$ cat src/rtl/refresh_pkg.sv
package refresh_pkg;
    typedef enum logic [1:0] {
        SEQ_IDLE = 2'd0,
        SEQ_ACT  = 2'd1,
        SEQ_PRE  = 2'd2
    } seq_state_e;
endpackage

$ cat src/rtl/rs_interval_timer.sv
// Free-running interval timer; restarts on the cycle it expires (no drift).
module rs_interval_timer #(
    parameter int INTV_W = 16
) (
    input  logic              clk,
    input  logic              rst_n,
    input  logic [INTV_W-1:0] cfg_interval,
    output logic              tick
);
    typedef struct packed {
        logic [INTV_W-1:0] cnt;
    } tmr_s;

    tmr_s s_d, s_q;

    always_comb begin
        s_d  = s_q;
        tick = (s_q.cnt >= cfg_interval);
        if (tick) s_d.cnt = '0;
        else      s_d.cnt = s_q.cnt + 1'b1;
    end

    always_ff @(posedge clk or negedge rst_n) begin
        if (!rst_n) s_q <= '0;
        else        s_q <= s_d;
    end
endmodule

$ cat src/rtl/rs_pending.sv
// Saturating backlog of owed refreshes.
module rs_pending #(
    parameter int PEND_MAX = 8
) (
    input  logic clk,
    input  logic rst_n,
    input  logic tick,
    input  logic take,
    output logic pend_any,
    output logic urgent
);
    localparam int PEND_W = $clog2(PEND_MAX + 1);

    typedef struct packed {
        logic [PEND_W-1:0] cnt;
    } pend_s;

    pend_s s_d, s_q;
    logic  inc;

    always_comb begin
        s_d      = s_q;
        pend_any = (s_q.cnt != '0);
        urgent   = (s_q.cnt == PEND_W'(PEND_MAX));
        inc      = tick && (!urgent || take);
        if (inc && !take)      s_d.cnt = s_q.cnt + 1'b1;
        else if (!inc && take) s_d.cnt = s_q.cnt - 1'b1;
    end

    always_ff @(posedge clk or negedge rst_n) begin
        if (!rst_n) s_q <= '0;
        else        s_q <= s_d;
    end
endmodule

$ cat src/rtl/rs_seq.sv
// Activate/precharge sequencer with the row pointer.
module rs_seq
    import refresh_pkg::*;
#(
    parameter int ADDR_W = 10,
    parameter int T_RAS  = 4,
    parameter int T_RP   = 3
) (
    input  logic              clk,
    input  logic              rst_n,
    input  logic              start,
    input  logic [ADDR_W:0]   cfg_rows,
    output seq_state_e        state,
    output logic [ADDR_W-1:0] row
);
    localparam int PH_MAX = (T_RAS > T_RP) ? T_RAS : T_RP;
    localparam int PH_W   = (PH_MAX > 1) ? $clog2(PH_MAX) : 1;

    typedef struct packed {
        seq_state_e        st;
        logic [PH_W-1:0]   ph;
        logic [ADDR_W-1:0] row;
    } seq_s;

    seq_s            s_d, s_q;
    logic [ADDR_W:0] row_inc;

    always_comb begin
        s_d     = s_q;
        row_inc = {1'b0, s_q.row} + 1'b1;
        unique case (s_q.st)
            SEQ_IDLE: begin
                if (start) begin
                    s_d.st = SEQ_ACT;
                    s_d.ph = '0;
                end
            end
            SEQ_ACT: begin
                if (s_q.ph == PH_W'(T_RAS - 1)) begin
                    s_d.st = SEQ_PRE;
                    s_d.ph = '0;
                end else begin
                    s_d.ph = s_q.ph + 1'b1;
                end
            end
            SEQ_PRE: begin
                if (s_q.ph == PH_W'(T_RP - 1)) begin
                    s_d.st  = SEQ_IDLE;
                    s_d.ph  = '0;
                    s_d.row = (row_inc >= cfg_rows) ? '0 : row_inc[ADDR_W-1:0];
                end else begin
                    s_d.ph = s_q.ph + 1'b1;
                end
            end
            default: s_d.st = SEQ_IDLE;
        endcase
        state = s_q.st;
        row   = s_q.row;
    end

    always_ff @(posedge clk or negedge rst_n) begin
        if (!rst_n) begin
            s_q.st  <= SEQ_IDLE;
            s_q.ph  <= '0;
            s_q.row <= '0;
        end else begin
            s_q <= s_d;
        end
    end
endmodule

$ cat src/rtl/refresh_sched.sv
// Distributed refresh scheduler top: mode control and DRAM pin steering.
module refresh_sched
    import refresh_pkg::*;
#(
    parameter int ADDR_W   = 10,
    parameter int INTV_W   = 16,
    parameter int PEND_MAX = 8,
    parameter int T_RAS    = 4,
    parameter int T_RP     = 3
) (
    input  logic              clk,
    input  logic              rst_n,
    input  logic [ADDR_W:0]   cfg_rows,
    input  logic [INTV_W-1:0] cfg_interval,
    input  logic              sr_en,
    input  logic              ref_gnt,
    input  logic              ext_ras_n,
    input  logic              ext_cas_n,
    input  logic              ext_we_n,
    input  logic              ext_oe_n,
    input  logic [ADDR_W-1:0] ext_addr,
    output logic              ref_req,
    output logic              ref_busy,
    output logic              sr_active,
    output logic              urgent,
    output logic              dram_ras_n,
    output logic              dram_cas_n,
    output logic              dram_we_n,
    output logic              dram_oe_n,
    output logic [ADDR_W-1:0] dram_addr
);
    typedef struct packed {
        logic sr;
    } top_s;

    top_s              s_d, s_q;
    logic              tick, pend_any, start;
    seq_state_e        st;
    logic [ADDR_W-1:0] row;

    rs_interval_timer #(.INTV_W(INTV_W)) u_tmr (
        .clk(clk), .rst_n(rst_n), .cfg_interval(cfg_interval), .tick(tick)
    );

    rs_pending #(.PEND_MAX(PEND_MAX)) u_pend (
        .clk(clk), .rst_n(rst_n), .tick(tick), .take(start),
        .pend_any(pend_any), .urgent(urgent)
    );

    rs_seq #(.ADDR_W(ADDR_W), .T_RAS(T_RAS), .T_RP(T_RP)) u_seq (
        .clk(clk), .rst_n(rst_n), .start(start), .cfg_rows(cfg_rows),
        .state(st), .row(row)
    );

    always_comb begin
        s_d       = s_q;
        ref_busy  = (st != SEQ_IDLE);
        sr_active = s_q.sr;
        start     = !ref_busy && pend_any && (s_q.sr ? sr_en : ref_gnt);
        ref_req   = !ref_busy && pend_any && !s_q.sr;
        if (sr_en)          s_d.sr = 1'b1;
        else if (!ref_busy) s_d.sr = 1'b0;

        if (ref_busy) begin
            dram_ras_n = (st != SEQ_ACT);
            dram_cas_n = 1'b1;
            dram_we_n  = 1'b1;
            dram_oe_n  = 1'b1;
            dram_addr  = row;
        end else if (s_q.sr) begin
            dram_ras_n = 1'b1;
            dram_cas_n = 1'b1;
            dram_we_n  = 1'b1;
            dram_oe_n  = 1'b1;
            dram_addr  = '0;
        end else begin
            dram_ras_n = ext_ras_n;
            dram_cas_n = ext_cas_n;
            dram_we_n  = ext_we_n;
            dram_oe_n  = ext_oe_n;
            dram_addr  = ext_addr;
        end
    end

    always_ff @(posedge clk or negedge rst_n) begin
        if (!rst_n) s_q <= '0;
        else        s_q <= s_d;
    end
endmodule

$ cat config.mk
export PLATFORM = sky130hd
export DESIGN_NAME = refresh_sched
export DESIGN_NICKNAME = d
export VERILOG_FILES = /design/src/rtl/refresh_pkg.sv /design/src/rtl/rs_interval_timer.sv /design/src/rtl/rs_pending.sv /design/src/rtl/rs_seq.sv /design/src/rtl/refresh_sched.sv
export SDC_FILE = /design/constraint.sdc
export NUM_CORES = 1
export LEC_CHECK = 0
export ABC_CLOCK_PERIOD_IN_PS = 3800
export BUFFER_PORTS_ARGS = -buffer_cell sky130_fd_sc_hd__buf_2
export CAP_MARGIN = 20
export CORE_MARGIN = 5
export CORE_UTILIZATION = 50
export CTS_CLUSTER_SIZE = 25
export DETAILED_ROUTE_END_ITERATION = 10
export PLACE_DENSITY = 0.74
export SLEW_MARGIN = 20
export SYNTH_ARGS = -nofsm -noshare
export SYNTH_HDL_FRONTEND = slang
export SYNTH_HIERARCHICAL = 1
export SYNTH_SLANG_ARGS = --single-unit
$ cat constraint.sdc
create_clock -name clk -period 3.8 [get_ports clk]
set_input_delay 0.57 -clock clk [delete_from_list [all_inputs] [get_ports clk]]
set_output_delay 0.57 -clock clk [all_outputs]
set_load 0.01 [all_outputs]
**Word level (Yosys, flattened, before mapping)**

Index checks and enable logic that the tools add are counted.

- Bits in registers: 35
- Output and inout port bits: 18
- Word-level logic and storage cells: 67

- Add/sub/neg operators: 5
- Magnitude comparators: 2
- Equal/unequal tests: 10
- Muxes and demuxes: 24
- Reductions and logical operators: 20

Operators by type and width:

| operator | number |
|---|---|
| $mux 10 | 3 |
| $add 16x1->16 const B | 1 |
| $ge 16x16->1 | 1 |
| $mux 16 | 1 |
| $mux 4 | 3 |
| $pmux 2 s3 | 2 |
| $add 10x1->11 const B | 1 |
| $ge 11x11->1 | 1 |
| $mux 1 | 11 |
| $mux 2 | 4 |
| $eq 2x2->1 const B | 3 |
| $logic_and 1x1->1 | 6 |
| $ne 2x1->1 const B | 3 |
| $logic_not 1->1 | 5 |
| $add 4x1->4 const B | 1 |
| $eq 4x4->1 const B | 1 |
| $ne 2x2->1 const B | 2 |
| $reduce_and 2->1 | 2 |
| $reduce_bool 2->1 | 2 |
| $reduce_bool 4->1 | 1 |
| $sub 4x1->4 const B | 1 |
| $reduce_and 3->1 | 1 |
| $reduce_bool 3->1 | 1 |
| $add 2x1->2 const B | 1 |
| other kinds (3) | 3 |

**Depth between registers and ports, before layout**

Gate-level depths: netlist of run 1.

- Word-level depth: 10
- Mapped depth: 13
- Mapped depth without buffers: 13

**Modules after synthesis**

The synthesis of run 1 kept the hierarchy.

Modules (own cells, without submodules):

| module | instances | cells each | area an instance (um2) | sequential area each (um2) |
|---|---|---|---|---|
| rs_interval_timer | 1 | 130 | 1260.0 | 400.4 |
| rs_seq | 1 | 142 | 1244.9 | 350.3 |
| rs_pending | 1 | 33 | 332.8 | 100.1 |
| refresh_sched | 1 | 46 | 301.5 | 25.0 |

**Worst setup path after synthesis of run 1**

No wires, ideal clock.

- Kind: input -> register
- Start: in cfg_interval[15]
- End: reg u_pend/s_q[3] in the netlist's numbering
- Arrival: 3.386 ns
- Data required time: 3.671 ns
- Slack: 0.286 ns
- Stages: 13
- Cells stage by stage: inv_1 ha_1 nand4_1 or3_4 o31ai_4 or3_1 a21boi_0 ha_1 inv_1 ha_1 or4_4 o211ai_2 o211ai_2

- Longest elaborated chain between the ends: 5
- Elaborated cells on any way between the ends: 7

Ends and longest elaborated chain:

| what | RTL line | text |
|---|---|---|
| start, declared | refresh_sched.sv:14 | `input logic [INTV_W-1:0] cfg_interval,` |
| $ge 16x16->1 * | rs_interval_timer.sv:18 | `tick = (s_q.cnt >= cfg_interval);` |
| via tick | refresh_sched.sv:37 | `logic tick, pend_any, start;` |
| $logic_and 1x1->1 * | rs_pending.sv:25 | `inc = tick && (!urgent \|\| take);` |
| $logic_not 1->1 | rs_pending.sv:27 | `else if (!inc && take) s_d.cnt = s_q.cnt - 1'b1;` |
| $logic_and 1x1->1 | rs_pending.sv:27 |  |
| $reduce_bool 2->1 (no line) | n/a |  |
| end signal, assigned | rs_pending.sv:31 | `if (!rst_n) s_q <= '0;` |
| end signal, assigned | rs_pending.sv:32 | `else s_q <= s_d;` |
| end, declared | rs_pending.sv:18 | `pend_s s_d, s_q;` |

The timed path passes the listed nets; every way through them passes the cells marked *.
A chain may end at the register's enable or synchronous reset.

**Worst setup path in the final report of run 1**

- Start: reg u_tmr/s_q[11] in the netlist's numbering
- End: reg u_pend/s_q[3] in the netlist's numbering

- Longest elaborated chain between the ends: 5
- Elaborated cells on any way between the ends: 7

Ends and longest elaborated chain:

| what | RTL line | text |
|---|---|---|
| start, declared | rs_interval_timer.sv:14 | `tmr_s s_d, s_q;` |
| start signal, assigned | rs_interval_timer.sv:24 | `if (!rst_n) s_q <= '0;` |
| start signal, assigned | rs_interval_timer.sv:25 | `else s_q <= s_d;` |
| $ge 16x16->1 * | rs_interval_timer.sv:18 |  |
| via tick | refresh_sched.sv:37 |  |
| $logic_and 1x1->1 * | rs_pending.sv:25 |  |
| $logic_not 1->1 | rs_pending.sv:27 |  |
| $logic_and 1x1->1 | rs_pending.sv:27 |  |
| $reduce_bool 2->1 (no line) | n/a |  |

Marks and branches as above.

==> results.tsv, run 1 <==
stage	metric	value	unit
outcome	status	finished, final reports clean	
worst_hold_path	hold_class	in2async	
detailed_routing	via_per_inst	5.45	
detailed_routing	wl_per_cell	13.8	µm
placed_design	io_buffers	62	
job	cap_violations	0	
sta	rsz0062_at_grt	false	
detailed_routing	wirelength	6.58	mm
placed_design	post_dp_cell_area	3410	µm²
floorplan	initial_core_util	52.1	%
sta	timing.final.crit_share	90.7	%
logic_synthesis	ys_ff_latch	35	
setup_path	worstSetupPathType	reg2reg	
logic_synthesis	synthFlopType	dfrtp_1	
global_routing	grt_usage	17.6	%
pwr	p_int	0.00162	W
sta	skew	12.9	ps
setup_path	cp.arrival	3630	ps
logic_synthesis	ys_types	51	
sta	worst_slack	354	ps
cts	insertion_delay	290	ps
floorplan	rows	28	
logic_synthesis	synth_area	3140	µm²
layout	final_nets	485	
sta	setup_viol	0	
sta	tightest_slew	792	ps
setup_path	end_kind	flop	
pwr	powerDensity	884	nW/µm²
sta	period_needed	3450	ps
floorplan	die_h	89.2	µm
detailed_routing	drtIter0Drc	175	
logic_synthesis	postSynth.asyncResetShare	100	%
global_routing	grt_pass1_wl	11.1	mm
cts	cts_tree	done	
floorplan	core_area	6030	µm²
setup_path	r2r-start	u_tmr/s_q[11]$_DFF_PN0_	
pwr	combPwrFrac	65.6	%
detailed_routing	postRouteAntennaNets	0	
global_routing	overflow	0	
cts	cts_sinks	35	
cts	cts_setup_buffers	0	
layout	drive_above_1_share	23.9	%
cts	h-tree-depth	2	
logic_synthesis	avgSynthCellArea	8.94	µm²
layout	final.fill_count	547	
pwr	power_frac_clock	11.3	%
cts	clk_path_buf_depth	2	
setup_path	cp-start-kind	flop	
detailed_routing	drc	0	
logic_synthesis	synth-edff-count	0	
setup_path	r2r_slack	350	ps
pwr	ir_worst_vdd	0.000669	V
detailed_routing	vias	2593	
pwr	design_power_total	0.00312	W
floorplan	die_x	89.2	µm
pwr	power.switching	0.00149	W
global_routing	antenna_found_initial	0	
sta	slew_headroom	47.2	%
global_routing	grt_start_max_net_pins	36	
logic_synthesis	synth_cells	351	
placed_design	gp_congestion	0.827	
logic_synthesis	ys_warn_count	6	
placed_design	dp_hpwl	5.08	mm
cts	cts_resized	0	
setup_path	crit_fanout	6	
setup_path	critPathLaunch	u_tmr/s_q[11]$_DFF_PN0_	
layout	diodes	0	
pwr	leakagePower	1.72	nW
setup_path	crit_required	3980	ps
cts	numCtsBuffers	5	
detailed_routing	dr.pass1.iters	4	
setup_path	r2r_cells	12	
sta	drv_slew	0	
logic_synthesis	ys_seq_area_share	27.9	%
cts	path_clk_slew	80	ps
logic_synthesis	syn-num-nets	436	
floorplan	ios	63	
pwr	switching_share	47.9	%
pwr	pwr-share-seq	23.1	%
layout	final_cell_area	3530	µm²
cts	cts_root_buf	clkbuf_8	
global_routing	grt_pass1_vias	2551	
layout	layout_common_cells	buf_2 (62), inv_1 (43), ha_1 (39), dfrtp_1 (35), nand2_1 (25)	
sta	final-hold-violation-count	0	
cts	hold_buffers	0	
sta	tns	0	ps
layout	syn_to_final_growth	12.3	%
sta	whs	359	ps
placed_design	post-place-ws	150	ps
sta	clock.fmax	0.290	GHz
floorplan	design.die.area	7960	µm²
layout	mostFrequentLayoutCell	buf_2	
[Yosys cell counts (2+ instances only)]
cell      number  area [µm²]
o21ai_1       12        60.1
nor4_1        10        62.6
xnor2_1       20         175
o21a_1         2        15.0
nor3b_2        2        25.0
dfrtp_1       35         876
and4_1         2        17.5
a21o_1         5        37.5
a21boi_0       2        15.0
ha_1          39         488
nor4_2         9         113
a21oi_1       10        50.1
nand3b_1       2        15.0
or3_1          6        37.5
buf_4         12        90.1
o21ai_0       15        75.1
nand4_1       10        62.6
a32o_1         2        20.0
nor3_1         8        40.0
mux2i_1        2        20.0
nand2_1       25        93.8
buf_2          2        10.0
nand3_1       16        80.1
o211ai_2       2        25.0
nor2_1         6        22.5
mux2_2         2        22.5
clkbuf_1       4        15.0
inv_1         43         161
o31ai_1        6        45.0
nand2b_1      14        87.6
buf_6          3        33.8
xor2_1         4        35.0
[metrics by stage]
step	utilization, %	instances
6_report	58.5	476
5_1_grt	58.5	476
4_1_cts	58.5	476
3_5_place_dp	56.6	468
3_3_place_gp	56.6	468
2_1_floorplan	-	351
[logic make-up (layout without fill, tap and decap cells)]
group	count (synthesis)	after routing	synth area share, %
AOI/OAI and AO/OA	66	66	15.0
xor gates and xnor gates	24	24	6.70
adders and majority gates	40	40	16.2
buffers and inverters	66	116	10.2
DFF	35	35	27.9
muxes	4	4	1.36
and+or+nand+nor	116	116	22.7
[worst max-delay path: stages (launching register included)]
cell and delay [ps]:
dfrtp_1 470, ha_1 350, nand4_1 140, or3_4 400, o31ai_4 250, or3_1 130, a21boi_0 180, ha_1 270
inv_1 130, ha_1 360, or4_4 500, o211ai_2 90, o211ai_2 80
[sequential cells by signal, summed over array words and instances, names as in the netlist]
name         cells
sr_active        1
u_pend/s_q       4
u_seq/row       10
u_seq/s_q        2
u_seq/state      2
u_tmr/s_q       16
[worst paths after layout]
kind / endpoint
worst max-delay path: u_pend/s_q[3]$_DFFE_PN0P_
worst min-delay path: u_pend/s_q[0]$_DFFE_PN0P_
worst max register to register: u_pend/s_q[3]$_DFFE_PN0P_
worst min register to register: u_tmr/s_q[0]$_DFF_PN0_
max in group asynchronous: u_tmr/s_q[11]$_DFF_PN0_
min in group clk: sr_active$_DFFE_PN0P_
[metal layers]
metal | wire length, µm | up-vias | track usage (%)
met5 | 0 | - | 0
met4 | 82 | 0 | 5.28
met3 | 233 | 7 | 3.69
met2 | 3300 | 40 | 30.3
met1 | 2970 | 1215 | 22.0
li1 | - | 1331 | -
[power groups by stage]
stage / registers, W / clock network, W / logic [W]
after floorplan: 0.000651 / 0 / 0.00172
after global placement: 0.000721 / 0 / 0.00198
after detailed placement: 0.000725 / 0 / 0.00204
after CTS: 0.000718 / 0.000362 / 0.00206
after global routing: 0.000751 / 0.000381 / 0.00233
final: 0.000720 / 0.000354 / 0.00204
[cell type report]
| class | count | area, µm² | share of cell area (%) |
|---|---|---|---|
| clock buffer | 6 | 82.6 | 2.34 |
| clock inverter | 2 | 35.0 | 0.994 |
| inverter | 43 | 161 | 4.58 |
| multi-input combinational | 250 | 1940 | 55.1 |
| sequential | 35 | 876 | 24.8 |
| tap | 75 | 93.8 | 2.66 |
| timing repair buffer | 65 | 333 | 9.44 |
Power figures use the tool's default switching activity.
==> run 2: changes to the inputs <==
- CORE_UTILIZATION: 50 -> 32
- PLACE_DENSITY: 0.74 -> default
==> run 2 against run 1 <==
  * Utilization shrank 22 points
  * Combinational power is essentially flat
  * Global-route usage shrank 5.8 points
  * Wire length grew 3.4%
  * Clock power shrank 17%
  * Sequential power grew 0.6%
  * Worst hold slack gained 16 ps
  * Die area grew 49%
  * Critical path type unchanged
==> results.tsv, run 2 (same netlist as run 1, synthesis figures left out) <==
stage	metric	value	unit
pwr	power.switching	0.00148	W
sta	rsz0062_at_grt	false	
cts	hold_buffers	0	
cts	clk_path_buf_depth	2	
detailed_routing	via_per_inst	4.91	
detailed_routing	vias	2622	
layout	final_nets	485	
layout	regArea	876	µm²
pwr	combPwrFrac	66.7	%
floorplan	initial_core_util	32.4	%
layout	drive_above_1_share	23.7	%
layout	largest_reg_flops	16	
setup_path	cp-start-kind	flop	
floorplan	die_h	109	µm
detailed_routing	drtIter0Drc	170	
placed_design	dp_hpwl	5.32	mm
global_routing	grt_pass1_vias	2555	
setup_path	crit_fanout	6	
cts	numCtsBuffers	5	
cts	cts_resized	0	
detailed_routing	postRouteAntennaNets	0	
pwr	switching_share	48.5	%
placed_design	io_buffers	62	
sta	setup_viol	0	
detailed_routing	dr.pass1.iters	4	
global_routing	grt_usage	11.8	%
layout	largestRegisters	u_tmr/s_q x16, u_seq/row x10, u_pend/s_q x4	
placed_design	gp_congestion	0.802	
worst_hold_path	hold_class	in2async	
floorplan	design.die.area	11900	µm²
global_routing	overflow	0	
global_routing	grt_start_max_net_pins	36	
cts	insertion_delay	280	ps
sta	tightest_slew	808	ps
sta	timing.final.crit_share	92.8	%
layout	mostFrequentLayoutCell	buf_2	
setup_path	worstSetupPathType	reg2reg	
sta	skew	3.52	ps
pwr	ir_worst_vdd	0.000827	V
sta	final-hold-violation-count	0	
layout	final_cell_area	3580	µm²
outcome	status	finished, final reports clean	
setup_path	critPathLaunch	u_tmr/s_q[11]$_DFF_PN0_	
sta	clock.fmax	0.284	GHz
sta	drv_slew	0	
cts	path_clk_slew	70	ps
pwr	pwr-share-seq	23.7	%
layout	multi_input_area	1940	µm²
layout	layout_common_cells	buf_2 (62), inv_1 (43), ha_1 (39), dfrtp_1 (35), nand2_1 (25)	
setup_path	endpoint	u_pend/s_q[3]$_DFFE_PN0P_	
cts	cts_sinks	35	
floorplan	core_area	9680	µm²
pwr	power_frac_clock	9.6	%
cts	h-tree-depth	2	
pwr	p_int	0.00157	W
layout	final.fill_count	987	
sta	period_needed	3530	ps
global_routing	antenna_found_initial	0	
detailed_routing	wl_per_cell	12.8	µm
sta	slew_headroom	46.2	%
floorplan	ios	63	
setup_path	cp.arrival	3690	ps
cts	cts_root_buf	clkbuf_8	
job	cap_violations	0	
setup_path	end_kind	flop	
sta	whs	375	ps
cts	cts_setup_buffers	0	
detailed_routing	drc	0	
pwr	leakagePower	1.71	nW
setup_path	r2r_cells	12	
layout	diodes	0	
layout	largest_register	u_tmr/s_q	
placed_design	post_dp_cell_area	3480	µm²
pwr	powerDensity	854	nW/µm²
detailed_routing	wirelength	6.81	mm
global_routing	grt_pass1_wl	11.6	mm
sta	tns	0	ps
layout	utilization	37.0	%
setup_path	crit_required	3960	ps
cts	cts_tree	done	
floorplan	rows	36	
floorplan	die_x	109	µm
setup_path	r2r_end	u_pend/s_q[3]$_DFFE_PN0P_	
setup_path	r2r_slack	270	ps
layout	syn_to_final_growth	14.1	%
setup_path	r2r-start	u_tmr/s_q[11]$_DFF_PN0_	
==> run 2: changes by cell type in the layout (fill, tap and decap cells not counted) <==
cell       change
bufinv_16      -1
clkbuf_8       +1
clkinv_2       -1
clkbuf_1       +1
==> run 2: power groups by stage <==
stage                     Sequential, W  Combinational, W  Clock (W)
after floorplan                0.000651           0.00172          0
after global placement         0.000724           0.00200          0
after detailed placement       0.000726           0.00205          0
after CTS                      0.000721           0.00206   0.000304
after global routing           0.000757           0.00233   0.000324
final                          0.000724           0.00204   0.000295
==> run 2: critical path, cell delays in order, from the launching register on <==
cell	delay, ps
dfrtp_1	470
ha_1	360
nand4_1	140
or3_4	410
o31ai_4	250
or3_1	140
a21boi_0	170
ha_1	270
inv_1	130
ha_1	380
or4_4	500
o211ai_2	90
o211ai_2	90
==> run 2: final cells by class <==
type                    instances  area share (%)
flip-flops and latches         35            24.5
multi-input cells             250            54.3
well taps                     133            4.65
inverters                      43            4.51
clock buffers                   8            2.80
repair buffers                 65            9.29
==> run 2: worst min path at each step <==
stage,start,end,slack (ps),cells after the start
finish,rst_n,u_tmr/s_q[10]$_DFF_PN0_,370,1
detailed placement,u_seq/row[9]$_DFFE_PN0P_,u_seq/row[9]$_DFFE_PN0P_,510,2
CTS,rst_n,u_tmr/s_q[10]$_DFF_PN0_,400,1
global placement,u_seq/row[9]$_DFFE_PN0P_,u_seq/row[9]$_DFFE_PN0P_,510,2
floorplan,rst_n,sr_active$_DFFE_PN0P_,270,0
global route,rst_n,u_tmr/s_q[5]$_DFF_PN0_,430,1
==> run 2: stage by stage <==
step	setup slack [ps]	power, W	std cells
finish	274	0.00306	534
global route	169	0.00341	534
CTS	284	0.00309	534
detailed placement	124	0.00277	526
global placement	190	0.00272	526
floorplan	286	0.00237	351
==> run 2: metal layers <==
metal,global-route usage (%),vias up,wire length (µm)
li1,-,1323,-
met1,15.4,1242,3100
met2,20.0,52,3410
met3,2.07,5,213
met4,3.25,0,81
met5,0,-,0
